### src/rtl/led_scan_pkg.sv
// Shared constants and types for the LED bank scanner.
package led_scan_pkg;
    // Number of cathode banks; fixed by the layout of the display word.
    localparam int NUM_BANKS = 5;
    // Width of the bank index.
    localparam int BANK_IDX_W = 3;
    // Segments a..g.
    localparam int GLYPH_W = 7;

    // Decode mode of one bank.
    typedef enum logic [1:0] {
        MODE_HEX     = 2'd0,
        MODE_SPECIAL = 2'd1,
        MODE_RAW     = 2'd2
    } dec_mode_t;
endpackage

### src/rtl/lbs_scan_timer.sv
// Bank rotation timer.
// Counts the clocks inside a bank slot and advances the bank index 0..4.
// A load opens a blank slot of BANK_CYCLES clocks and then restarts at bank 0.
// While run is low, the scan is held at bank 0, phase 0.
// drive_on is high only outside the blank slot and outside the first (gap)
// clock of a slot.
// Assumes BANK_CYCLES >= 2.
module lbs_scan_timer
    import led_scan_pkg::*;
#(
    parameter int BANK_CYCLES = 16
) (
    input  logic                  clk,
    input  logic                  rst_n,
    input  logic                  run,
    input  logic                  load,
    output logic [BANK_IDX_W-1:0] bank_idx,
    output logic                  drive_on
);
    localparam int PH_W = (BANK_CYCLES > 2) ? $clog2(BANK_CYCLES) : 1;
    localparam logic [PH_W-1:0] PH_LAST = PH_W'(BANK_CYCLES - 1);
    localparam logic [BANK_IDX_W-1:0] IDX_LAST = BANK_IDX_W'(NUM_BANKS - 1);

    logic [PH_W-1:0]       phase;
    logic [BANK_IDX_W-1:0] bank;
    logic                  blanking;

    // Advance the phase and bank counters; enter or leave blanking.
    always_ff @(posedge clk) begin
        if (!rst_n || !run) begin
            phase    <= '0;
            bank     <= '0;
            blanking <= 1'b0;
        end else if (load) begin
            phase    <= '0;
            bank     <= '0;
            blanking <= 1'b1;
        end else if (phase == PH_LAST) begin
            phase <= '0;
            if (blanking) begin
                blanking <= 1'b0;
                bank     <= '0;
            end else if (bank == IDX_LAST) begin
                bank <= '0;
            end else begin
                bank <= bank + 1'b1;
            end
        end else begin
            phase <= phase + 1'b1;
        end
    end

    assign bank_idx = bank;
    assign drive_on = run && !load && !blanking && (phase != '0);
endmodule

### src/rtl/lbs_mode_select.sv
// Per-bank decode mode selection.
// Builds each bank's mode from its own configuration bit and its group's bit,
// then picks the mode of the bank currently being scanned.
// Banks 0..2 belong to group bit 6; banks 3..4 belong to group bit 7.
module lbs_mode_select
    import led_scan_pkg::*;
(
    input  logic [7:0]            cfg,
    input  logic [BANK_IDX_W-1:0] bank_idx,
    output dec_mode_t             mode
);
    dec_mode_t bank_mode [NUM_BANKS];

    for (genvar k = 0; k < NUM_BANKS; k++) begin : g_bank
        localparam int GRP_BIT = (k < 3) ? 6 : 7;
        // Resolve the mode of bank k.
        always_comb begin
            if (!cfg[k+1])         bank_mode[k] = MODE_HEX;
            else if (cfg[GRP_BIT]) bank_mode[k] = MODE_SPECIAL;
            else                   bank_mode[k] = MODE_RAW;
        end
    end

    // Pick the mode of the bank being scanned.
    always_comb begin
        mode = MODE_HEX;
        for (int k = 0; k < NUM_BANKS; k++) begin
            if (bank_idx == BANK_IDX_W'(k)) mode = bank_mode[k];
        end
    end
endmodule

### src/rtl/lbs_glyph_decoder.sv
// Nibble to segments a..g decoder, bit 0 = a ... bit 6 = g.
// Supports hex glyphs, a fixed letter/symbol table, and raw lamp pass-through.
// Purely combinational; assumes the nibble and mode belong to the same bank.
module lbs_glyph_decoder
    import led_scan_pkg::*;
(
    input  logic [3:0]         nibble,
    input  dec_mode_t          mode,
    output logic [GLYPH_W-1:0] glyph
);
    logic [GLYPH_W-1:0] hex_g;
    logic [GLYPH_W-1:0] spc_g;

    // Hexadecimal glyphs.
    always_comb begin
        case (nibble)
            4'h0: hex_g = 7'h3F;
            4'h1: hex_g = 7'h06;
            4'h2: hex_g = 7'h5B;
            4'h3: hex_g = 7'h4F;
            4'h4: hex_g = 7'h66;
            4'h5: hex_g = 7'h6D;
            4'h6: hex_g = 7'h7D;
            4'h7: hex_g = 7'h07;
            4'h8: hex_g = 7'h7F;
            4'h9: hex_g = 7'h6F;
            4'hA: hex_g = 7'h77;
            4'hB: hex_g = 7'h7C;
            4'hC: hex_g = 7'h39;
            4'hD: hex_g = 7'h5E;
            4'hE: hex_g = 7'h79;
            default: hex_g = 7'h71;
        endcase
    end

    // Letters and symbols: blank c H h J L n o P r U u y - = degree.
    always_comb begin
        case (nibble)
            4'h0: spc_g = 7'h00;
            4'h1: spc_g = 7'h58;
            4'h2: spc_g = 7'h76;
            4'h3: spc_g = 7'h74;
            4'h4: spc_g = 7'h1E;
            4'h5: spc_g = 7'h38;
            4'h6: spc_g = 7'h54;
            4'h7: spc_g = 7'h5C;
            4'h8: spc_g = 7'h73;
            4'h9: spc_g = 7'h50;
            4'hA: spc_g = 7'h3E;
            4'hB: spc_g = 7'h1C;
            4'hC: spc_g = 7'h6E;
            4'hD: spc_g = 7'h40;
            4'hE: spc_g = 7'h48;
            default: spc_g = 7'h63;
        endcase
    end

    // Select the glyph for the active mode.
    always_comb begin
        case (mode)
            MODE_SPECIAL: glyph = spc_g;
            MODE_RAW:     glyph = {3'b000, nibble};
            default:      glyph = hex_g;
        endcase
    end
endmodule

### src/rtl/lbs_point_decoder.sv
// Decimal-point (segment h) decoder.
// Decides from the shared 3-bit code whether h is lit in the scanned bank.
// Code 0 = none, 1..5 = one bank, 6 = every bank, 7 = banks 0 and 1.
module lbs_point_decoder
    import led_scan_pkg::*;
(
    input  logic [2:0]            code,
    input  logic [BANK_IDX_W-1:0] bank_idx,
    output logic                  point
);
    // Match the code against the scanned bank.
    always_comb begin
        case (code)
            3'd0:    point = 1'b0;
            3'd6:    point = 1'b1;
            3'd7:    point = (bank_idx < BANK_IDX_W'(2));
            default: point = (bank_idx == BANK_IDX_W'(code - 3'd1));
        endcase
    end
endmodule

### src/rtl/led_bank_scanner.sv
// Multiplexed LED bank scanner, top level.
// Rotates five cathode banks, decodes the scanned bank's nibble and h bit, and
// registers every output.
// Assumes disp_reg and cfg_reg are held stable by their owner. load marks
// an update.
module led_bank_scanner
    import led_scan_pkg::*;
#(
    parameter int CLK_HZ  = 50_000_000,
    parameter int SCAN_HZ = 1_000
) (
    input  logic        clk,
    input  logic        rst_n,
    input  logic [23:0] disp_reg,
    input  logic [7:0]  cfg_reg,
    input  logic        load,
    output logic [4:0]  bank_en,
    output logic [7:0]  seg,
    output logic        dim
);
    localparam int BANK_CYCLES = CLK_HZ / (SCAN_HZ * NUM_BANKS);

    logic [BANK_IDX_W-1:0] bank_idx;
    logic                  drive_on;
    logic [3:0]            nibble;
    dec_mode_t             mode;
    logic [GLYPH_W-1:0]    glyph;
    logic                  point;
    logic [NUM_BANKS-1:0]  bank_onehot;

    lbs_scan_timer #(.BANK_CYCLES(BANK_CYCLES)) u_timer (
        .clk      (clk),
        .rst_n    (rst_n),
        .run      (cfg_reg[0]),
        .load     (load),
        .bank_idx (bank_idx),
        .drive_on (drive_on)
    );

    lbs_mode_select u_mode (
        .cfg      (cfg_reg),
        .bank_idx (bank_idx),
        .mode     (mode)
    );

    // Pick the scanned bank's nibble.
    always_comb begin
        case (bank_idx)
            3'd1:    nibble = disp_reg[7:4];
            3'd2:    nibble = disp_reg[11:8];
            3'd3:    nibble = disp_reg[15:12];
            3'd4:    nibble = disp_reg[19:16];
            default: nibble = disp_reg[3:0];
        endcase
    end

    lbs_glyph_decoder u_glyph (
        .nibble (nibble),
        .mode   (mode),
        .glyph  (glyph)
    );

    lbs_point_decoder u_point (
        .code     (disp_reg[22:20]),
        .bank_idx (bank_idx),
        .point    (point)
    );

    // One-hot form of the bank index.
    always_comb begin
        for (int k = 0; k < NUM_BANKS; k++) begin
            bank_onehot[k] = (bank_idx == BANK_IDX_W'(k));
        end
    end

    // Output registers: dark unless a bank is being driven.
    always_ff @(posedge clk) begin
        if (!rst_n) begin
            bank_en <= '0;
            seg     <= '0;
            dim     <= 1'b0;
        end else begin
            bank_en <= drive_on ? bank_onehot : '0;
            seg     <= drive_on ? {point, glyph} : '0;
            dim     <= ~disp_reg[23];
        end
    end
endmodule

### config.mk
export PLATFORM = sky130hd
export DESIGN_NAME = led_bank_scanner
export DESIGN_NICKNAME = d
export VERILOG_FILES = /design/src/rtl/led_scan_pkg.sv /design/src/rtl/lbs_scan_timer.sv /design/src/rtl/lbs_mode_select.sv /design/src/rtl/lbs_glyph_decoder.sv /design/src/rtl/lbs_point_decoder.sv /design/src/rtl/led_bank_scanner.sv
export SDC_FILE = /design/constraint.sdc
export NUM_CORES = 1
export LEC_CHECK = 0
export BUFFER_PORTS_ARGS = -buffer_cell sky130_fd_sc_hd__buf_2
export CAP_MARGIN = 0
export CORE_MARGIN = 3
export CORE_UTILIZATION = 45
export DETAILED_ROUTE_END_ITERATION = 10
export GPL_ROUTABILITY_DRIVEN = 0
export PLACE_DENSITY = 0.67
export SYNTH_ARGS = -nofsm -noshare
export SYNTH_HDL_FRONTEND = slang
export SYNTH_SLANG_ARGS = --single-unit
### constraint.sdc
create_clock -name clk -period 3.7 [get_ports clk]
set_input_delay 0.37 -clock clk [delete_from_list [all_inputs] [get_ports clk]]
set_output_delay 0.37 -clock clk [all_outputs]
set_load 0.01 [all_outputs]
==> out/results.env, run 1 <==
SYNTH_TOP_CELLS_BY_AREA='sky130_fd_sc_hd__dfxtp_1, sky130_fd_sc_hd__ha_1, sky130_fd_sc_hd__nor2_1, sky130_fd_sc_hd__nand2_1, sky130_fd_sc_hd__a21oi_1'
POSTROUTEWIRELENGTH_UM=5150
TIGHTEST_SLEW_PS=779
CRITICAL_PATH.CELL_CHAIN='inv_1 > ha_1 > a22oi_1 > a31oi_1 > inv_1 > ha_1 > a211oi_1 > a22oi_1 > a41oi_1'
ACHIEVABLE-FREQUENCY_MHz=315
GRT_FIRST_PASS_WIRELENGTH_UM=8780
CTS-RESIZED-GATES=0
HTREE_LEVELS=2
FINAL_MAX_SLEW_VIOL_COUNT=0
DETAIL_ROUTE.VIAS_PER_CELL=5.56
RSZ_0062_RAISED_AFTER_GLOBAL_ROUTING='no'
END_KIND='flop'
NUM_ROWS=24
SLEW_HEADROOM=0.478
MIN-DELAY-PATH-CLASS='in -> reg'
FINALCLOCKSKEW_PS=10.6
WORST-PATH-BUF-INV=2
POST_ROUTE_CELLS_DRIVE_ABOVE_1_SHARE=0.213
TIMING.HOLD.WORST.START='disp_reg[23]'
GRT_MAX_DEGREE=17
EDFF_COUNT_SYNTH=0
DPL.HPWL_UM=3840
R2R_START='u_timer.bank_idx[2]$_SDFFE_PP0P_'
SYNTH-SEQ-AREA-SHARE=0.288
ROUTEDWLPERCELL_UM=13.6
NUMBER_OF_MAX_CAP_VIOLATIONS=0
INSERTION_DELAY_PS=280
WORST_EP_ARRIVAL_TIME_PS=3370
RUN_STATUS='finished, final reports clean'
POWER_PER_STANDARD_CELL_AREA_mW_PER_MM2=275
DRT_DRC_VIOLATIONS_LEFT=0
POST_SYNTH_NUM_CELL_TYPES=55
GLOBALROUTEMET3UTIL=0.0496
START_KIND='flop'
ENDPOINTS_FAILING_SETUP=0
GR-USAGE-MET1=0.227
REG2REG_DEPTH=9
TIMING.FINAL.CRIT_SHARE=0.858
MOSTFREQUENTLAYOUTCELL='sky130_fd_sc_hd__buf_2'
FINAL_DESIGN_AREA_NO_FILL_SQ_MM=0.00255
CP.DEPTH=9
VIA_TOTAL_AFTER_DETAILED_ROUTING=2106
DETAIL_ROUTE.ITER0.VIOLATIONS=223
CTS-ROOT-TO-SINK-BUFFERS=2
DPL_CELL_AREA_SQ_MM=0.00247
CP_SLOWEST_CELL='sky130_fd_sc_hd__a31oi_1'
CRIT_PATH_MAX_FANOUT=16
WORST_PATH_DOMINANT_CELL_FAMILY='compound AO/OA/AOI/OAI gates'
ASYNCSETRESETFLOPFRACSYNTH=0
CTS.SINKS=32
ANT_NETS=0
FINALWORSTPATHREQUIREDPERIOD_PS=3170
SYN_INST=269
POST-SYNTH-TOP-AREA-FRACTION=0.288
SYN-CELL-AREA_SQ_MM=0.00222
CTS-BUFFERS-INSERTED=5
POSTSYNTHAREAPERCELL_SQ_UM=8.26
INITIAL_CORE_UTILIZATION=0.487
GRT.TOTAL_USAGE=0.179
POST_CTS_BUFFERS=0
TRITONCTS_CLOCK_TREE='done'
POSTCTSHOLDBUFS=0
TOP_USAGE_LAYER='met2'
CLK_PIN_SLEW_PS=70
DIEAREA_SQ_MM=0.00582
PLACE_INST=372
IR_WORST_VDD_mV=0.188
IOS=49
CORE_SQ_MM=0.00456
YS_DOMINANT_REG_CELL='sky130_fd_sc_hd__dfxtp_1'
CRIT_PATH_START='u_timer.bank_idx[2]$_SDFFE_PP0P_'
DETAILEDROUTE.FIRSTPASSITERATIONCOUNT=6
FIN_SETUP_TNS_PS=0
WORST_SETUP_PATH_ENDPOINT='seg[3]$_SDFF_PN0_'
MOST_FREQUENT_CELLS_IN_THE_LAYOUT='sky130_fd_sc_hd__buf_2, sky130_fd_sc_hd__nor2_1, sky130_fd_sc_hd__dfxtp_1'
DIEHEIGHT_UM=76.3
CLOCKROOTBUFFER='sky130_fd_sc_hd__clkbuf_8'
CRITICAL_R2R_CAPTURE='seg[3]$_SDFF_PN0_'
WORST_EP_REQUIRED_TIME_PS=3900
PLACEMENT.IO_BUFFERS=48
FIN_CELLS=379
YOSYS_WARNINGS=0
SYNTH.FF_LATCH_COUNT=32
PATH_CLASS='reg -> reg'
SYNTH_NETS=323
ANTENNA_FOUND_INITIAL=0
GRT_OVERFLOW=0
POWER.STATIC_LEAKAGE_nW=1.04
SYN_TO_FINAL_GROWTH_PCT=14.8
SLOWEST_DELAY_PS=630
MET2_TRACK_DEMAND_OVER_RESOURCE=0.281
NUM-NETS-FINAL=368
NUMBER_OF_GLOBAL_ROUTE_VIAS_BEFORE_REPAIR=2033
INSERTEDDIODECOUNT=0
REG2REG_SLACK_PS=530
SYNTH_TOP_AREA_CELL='sky130_fd_sc_hd__dfxtp_1'
DIE_W_UM=76.3
HOLD_VIOL_FINAL=0
## power breakdown
part           switching, mW  total [mW]  internal, mW
clock                  0.124       0.251         0.128
combinational         0.0575       0.102        0.0441
sequential           0.00152       0.348         0.347
## cell families (layout without fill, tap and decap cells)
logic type	Yosys count	count (layout)	synth area share
compound gates	68	68	0.235
buf+inv	30	75	0.0709
xor+xnor	15	15	0.0591
simple gates	104	104	0.234
flops	32	32	0.288
mux	1	1	0.00507
fa+ha+maj	19	19	0.107
## cell type report
type | instances | area (sq um)
clock buffer | 6 | 72.6
clock inverter | 1 | 5.00
fill | 439 | 2010
inverter | 17 | 63.8
multi-input combinational | 207 | 1420
sequential | 32 | 641
tap | 65 | 81.3
timing repair buffer | 51 | 263
## how the worst min path moves through the flow
| stage | to | slack, ps | depth (start not counted) |
|---|---|---|---|
| 3_5_place_dp | u_timer.phase[0]$_SDFF_PP0_ | 470 | 1 |
| 6_report | dim$_SDFF_PN0_ | 240 | 2 |
| 5_1_grt | dim$_SDFF_PN0_ | 250 | 2 |
| 3_3_place_gp | u_timer.phase[0]$_SDFF_PP0_ | 460 | 1 |
| 4_1_cts | dim$_SDFF_PN0_ | 230 | 2 |
| 2_1_floorplan | u_timer.phase[0]$_SDFF_PP0_ | 440 | 1 |
## registers in the layout, summed over array words and instances, names as in the netlist
| register | cells |
|---|---|
| u_timer.bank_idx | 3 |
| bank_en | 5 |
| dim | 1 |
| seg | 8 |
| u_timer.blanking | 1 |
| u_timer.phase | 14 |
## stage by stage
step / utilization / hold WS (ps) / total power, mW / setup WS, ps
3_5_place_dp: 0.542 / 467 / 0.455 / 629
2_1_floorplan: - / 441 / 0.422 / 920
3_3_place_gp: 0.542 / 462 / 0.456 / 598
5_1_grt: 0.559 / 247 / 0.737 / 308
4_1_cts: 0.559 / 229 / 0.715 / 584
6_report: 0.559 / 237 / 0.701 / 525
## synthesized netlist by cell type (2+ instances only)
library cell / instances
sky130_fd_sc_hd__nor2_1: 34
sky130_fd_sc_hd__dfxtp_1: 32
sky130_fd_sc_hd__nand2_1: 21
sky130_fd_sc_hd__ha_1: 19
sky130_fd_sc_hd__inv_1: 16
sky130_fd_sc_hd__a21oi_1: 15
sky130_fd_sc_hd__nand3_1: 9
sky130_fd_sc_hd__nor3_1: 8
sky130_fd_sc_hd__xnor2_1: 8
sky130_fd_sc_hd__xor2_1: 7
sky130_fd_sc_hd__a211oi_1: 6
sky130_fd_sc_hd__o21ai_0: 6
sky130_fd_sc_hd__a22o_1: 5
sky130_fd_sc_hd__and2_1: 5
sky130_fd_sc_hd__and3_1: 5
sky130_fd_sc_hd__buf_6: 5
sky130_fd_sc_hd__clkbuf_1: 4
sky130_fd_sc_hd__nand3b_1: 4
sky130_fd_sc_hd__a211o_1: 3
sky130_fd_sc_hd__a22oi_1: 3
sky130_fd_sc_hd__a31oi_1: 3
sky130_fd_sc_hd__buf_2: 3
sky130_fd_sc_hd__nor3b_1: 3
sky130_fd_sc_hd__nor4b_1: 3
sky130_fd_sc_hd__o2111ai_1: 3
sky130_fd_sc_hd__o211ai_1: 3
sky130_fd_sc_hd__or2_2: 3
sky130_fd_sc_hd__a221o_1: 2
sky130_fd_sc_hd__a32o_1: 2
sky130_fd_sc_hd__nor2b_1: 2
sky130_fd_sc_hd__o311ai_1: 2
sky130_fd_sc_hd__or4_1: 2
## routing by layer
layer,routed length (um),share of wire
met5,0,0
met4,145,0.028
met3,382,0.074
met2,2280,0.44
met1,2350,0.46
(Power assumes the default switching activity.)
==> run 2: changes to the inputs <==
--- a/config.mk
+++ b/config.mk
@@ -5,6 +5,7 @@
 export SDC_FILE = /design/constraint.sdc
 export NUM_CORES = 1
 export LEC_CHECK = 0
+export ABC_AREA = 1
 export BUFFER_PORTS_ARGS = -buffer_cell sky130_fd_sc_hd__buf_2
 export CAP_MARGIN = 0
 export CORE_MARGIN = 3
@@ -12,6 +13,7 @@
 export DETAILED_ROUTE_END_ITERATION = 10
 export GPL_ROUTABILITY_DRIVEN = 0
 export PLACE_DENSITY = 0.67
+export SKIP_CTS_REPAIR_TIMING = 1
 export SYNTH_ARGS = -nofsm -noshare
 export SYNTH_HDL_FRONTEND = slang
 export SYNTH_SLANG_ARGS = --single-unit
==> out/results.env, run 2 <==
RUN_STATUS='finished, final reports clean'
ROUTEDWLPERCELL_UM=11.6  # -15%
VIA_TOTAL_AFTER_DETAILED_ROUTING=2330  # +11%
NUMBER_OF_MAX_CAP_VIOLATIONS=0  # unchanged
POWER_PER_STANDARD_CELL_AREA_mW_PER_MM2=299  # +8.8%
LARGEST_REGISTER_FFS=14  # unchanged
NUMBER_OF_GLOBAL_ROUTE_VIAS_BEFORE_REPAIR=2213  # +8.9%
EDFF_COUNT_SYNTH=0  # unchanged
GRT_OVERFLOW=0  # unchanged
REG2REG_SLACK_PS=670  # +150 ps
WORST_EP_ARRIVAL_TIME_PS=3240  # -130 ps
HOLD_DEPTH=2  # unchanged
HOLD_VIOL_FINAL=0  # unchanged
SIMPLE_GATE_AREA_SHARE_OF_THE_YOSYS_NETLIST=0.379  # +0.145
FINAL_MAX_SLEW_VIOL_COUNT=0  # unchanged
POSTROUTEWIRELENGTH_UM=5380  # +4.3%
TOP_USAGE_LAYER='met2'
POST_ROUTE_CELLS_DRIVE_ABOVE_1_SHARE=0.177  # -0.0366
SLEW_HEADROOM=0.641  # +0.163
INSERTEDDIODECOUNT=0  # unchanged
REG2REG_DEPTH=12  # +3
YOSYS-TOP-CELLS-COUNT='sky130_fd_sc_hd__nand2_1, sky130_fd_sc_hd__inv_1, sky130_fd_sc_hd__nand3_1, sky130_fd_sc_hd__nor2_1, sky130_fd_sc_hd__dfxtp_1'
POST-SYNTH-TOP-AREA-FRACTION=0.281  # -0.00759
SYNTH_TOP_AREA_CELL='sky130_fd_sc_hd__dfxtp_1'
CTS-ROOT-TO-SINK-BUFFERS=2  # unchanged
POSTSYNTHAREAPERCELL_SQ_UM=6.58  # -20%
SYNTH_MOST_COMMON_CELL='sky130_fd_sc_hd__nand2_1'
SYNTH_COMPOUND_AREA_FRAC=0.121  # -0.114
DETAILEDROUTE.FIRSTPASSITERATIONCOUNT=4  # -2
HOLD_PATH_END='dim$_SDFF_PN0_'
ASYNCSETRESETFLOPFRACSYNTH=0  # unchanged
DIE_W_UM=77.2  # +1.2%
MET2_TRACK_DEMAND_OVER_RESOURCE=0.320  # +0.0383
CRITICAL_R2R_CAPTURE='seg[1]$_SDFF_PN0_'
SYN-CELL-AREA_SQ_MM=0.00228  # +2.7%
MOSTFREQUENTLAYOUTCELL='sky130_fd_sc_hd__nand2_1'
NUM_ROWS=25  # +4.2%
PLACEMENT.IO_BUFFERS=48  # unchanged
GRT_FIRST_PASS_WIRELENGTH_UM=9260  # +5.5%
ENDPOINTS_FAILING_SETUP=0  # unchanged
TIGHTEST_SLEW_PS=536  # -243 ps
IOS=49  # unchanged
YOSYS_WARNINGS=0  # unchanged
TIMING.FINAL.CRIT_SHARE=0.818  # -0.0399
FINAL_DESIGN_AREA_NO_FILL_SQ_MM=0.00267  # +4.8%
DIEHEIGHT_UM=77.2  # +1.2%
IR_WORST_VDD_mV=0.167  # -11%
INITIAL_CORE_UTILIZATION=0.474  # -0.0131
GRT.TOTAL_USAGE=0.188  # +0.00936
CLK_PIN_SLEW_PS=70  # about the same
PATH_CLASS='reg -> reg'
NUM-NETS-FINAL=449  # +22%
MIN-DELAY-PATH-CLASS='in -> reg'
POWER.STATIC_LEAKAGE_nW=1.32  # +27%
CP_SLOWEST_CELL='sky130_fd_sc_hd__dfxtp_1'
HTREE_LEVELS=2  # unchanged
MOST_FREQUENT_CELLS_IN_THE_LAYOUT='sky130_fd_sc_hd__nand2_1, sky130_fd_sc_hd__buf_2, sky130_fd_sc_hd__inv_1'
SYNTH_TOP_FAMILY_BY_AREA='simple AND/OR/NAND/NOR gates'
DETAIL_ROUTE.VIAS_PER_CELL=5.03  # -9.4%
MAX_FLOP_REGISTER='u_timer.phase'
START_KIND='flop'
CRITICAL_PATH.CELL_CHAIN='inv_1 > ha_1 > inv_1 > nand2_1 > o32ai_1 > a21oi_1 > ha_1 > nor2_1 > nand3_1 > nand2_1 > nor2_1 > nor2_1'
SYNTH.MUX.AREA_FRACTION=0  # -0.00507
ANT_NETS=0  # unchanged
SYNTH_NETS=401  # +24%
CRIT_PATH_MAX_FANOUT=15  # -1
SYNTH-SEQ-AREA-SHARE=0.281  # -0.00759
TIMING.HOLD.WORST.START='disp_reg[23]'
TRITONCTS_CLOCK_TREE='done'
WORST_EP_REQUIRED_TIME_PS=3910  # about the same
RSZ_0062_RAISED_AFTER_GLOBAL_ROUTING='no'
END_KIND='flop'
GR-USAGE-MET1=0.229  # +0.00229
GLOBALROUTEMET3UTIL=0.0434  # -0.00622
FINALWORSTPATHREQUIREDPERIOD_PS=3030  # -148 ps
CLOCKROOTBUFFER='sky130_fd_sc_hd__clkbuf_8'
YS_DOMINANT_REG_CELL='sky130_fd_sc_hd__dfxtp_1'
CRIT_PATH_MOST_REPEATED_CELL='sky130_fd_sc_hd__nor2_1'
CP.DEPTH=12  # +3
WORST_PATH_DOMINANT_CELL_FAMILY='adder cells'
TOP_REGS='u_timer.phase x14, seg x8, bank_en x5'
DPL.HPWL_UM=4230  # +10%
INSERTION_DELAY_PS=290  # about the same
PLACE_INST=455  # +22%
YOSYS.AREA_SHARE.ADDER=0.104  # -0.00282
SYNTH_TOP_CELLS_BY_AREA='sky130_fd_sc_hd__dfxtp_1, sky130_fd_sc_hd__nand2_1, sky130_fd_sc_hd__ha_1, sky130_fd_sc_hd__nand3_1, sky130_fd_sc_hd__inv_1'
SYN_TO_FINAL_GROWTH_PCT=17.1
R2R_START='u_timer.bank_idx[2]$_SDFFE_PP0P_'
FIN_SETUP_TNS_PS=0  # unchanged
POST_SYNTH_NUM_CELL_TYPES=34  # -38%
SYNTH.FF_LATCH_COUNT=32  # unchanged
DRT_DRC_VIOLATIONS_LEFT=0  # unchanged
ANTENNA_FOUND_INITIAL=0  # unchanged
DIEAREA_SQ_MM=0.00596  # +2.5%
GRT_MAX_DEGREE=16  # -1
SYN_INST=347  # +29%
CORE_SQ_MM=0.00482  # +5.5%
DPL_CELL_AREA_SQ_MM=0.00256  # +3.5%
ACHIEVABLE-FREQUENCY_MHz=330  # +4.9%
SLOWEST_DELAY_PS=570  # -60 ps
WORST-PATH-BUF-INV=2  # unchanged
CTS-BUFFERS-INSERTED=5  # unchanged
FIN_CELLS=463  # +22%
DETAIL_ROUTE.ITER0.VIOLATIONS=118  # -47%
SYNTH_XOR_XNOR_AREA_SHARE=0.0192  # -0.0399
CTS.SINKS=32  # unchanged
POST-LAYOUT-TOTAL-POWER_mW=0.799  # +14%
FILLERS=503  # +15%
FINALCLOCKSKEW_PS=11.1  # +0.518 ps
## run 2: per-stage QoR
stage / worst slack, ps / util / hold slack [ps]
2_1_floorplan: 1240 / - / 417
4_1_cts: 705 / 0.555 / 225
6_report: 673 / 0.555 / 230
3_5_place_dp: 727 / 0.531 / 442
5_1_grt: 339 / 0.555 / 230
3_3_place_gp: 829 / 0.531 / 432
## run 2: layout make-up
| type | instances | area, sq um | share of cell area |
|---|---|---|---|
| clock buffers | 5 | 68.8 | 0.0258 |
| clock inverters | 3 | 42.5 | 0.0159 |
| inverters | 46 | 173 | 0.0646 |
| multi-input cells | 262 | 1420 | 0.533 |
| flip-flops and latches | 32 | 641 | 0.240 |
| well taps | 67 | 83.8 | 0.0314 |
| repair buffers | 48 | 240 | 0.0899 |
## run 2: power by group
group	switching (mW)	total, mW	internal [mW]
sequential	0.00115	0.348	0.346
combinational	0.0645	0.108	0.0437
clock	0.144	0.344	0.199
## run 2: kinds of logic after synthesis
kind of cell,count (synthesis)
DFF,32
adders and majority gates,19
buffers and inverters,53
and+or+nand+nor,190
AOI/OAI and AO/OA,48
xor gates and xnor gates,5
## run 2: worst max-delay path by stage
stage                     slack [ps]                              from                end
after detailed placement         730  u_timer.bank_idx[2]$_SDFFE_PP0P_  seg[3]$_SDFF_PN0_
after global routing             340  u_timer.bank_idx[2]$_SDFFE_PP0P_  seg[3]$_SDFF_PN0_
after floorplan                 1240  u_timer.bank_idx[0]$_SDFFE_PP0P_  seg[3]$_SDFF_PN0_
final                            670  u_timer.bank_idx[2]$_SDFFE_PP0P_  seg[1]$_SDFF_PN0_
after CTS                        710  u_timer.bank_idx[2]$_SDFFE_PP0P_  seg[1]$_SDFF_PN0_
after global placement           830  u_timer.bank_idx[2]$_SDFFE_PP0P_  seg[3]$_SDFF_PN0_
## run 2: worst reg2reg max path: cells and delay by family, from the launching register on
family / cells / cell delay [ps]
adders and majority gates: 2 / 830
DFF: 1 / 570
and+or+nand+nor: 6 / 680
AOI/OAI and AO/OA: 2 / 460
buffers and inverters: 2 / 430
## run 2: per-layer routing
layer | wire length, um | vias up
li1 | - | 1233
met5 | 0 | -
met1 | 2480 | 1045
met2 | 2630 | 45
met4 | 50 | 0
met3 | 213 | 7
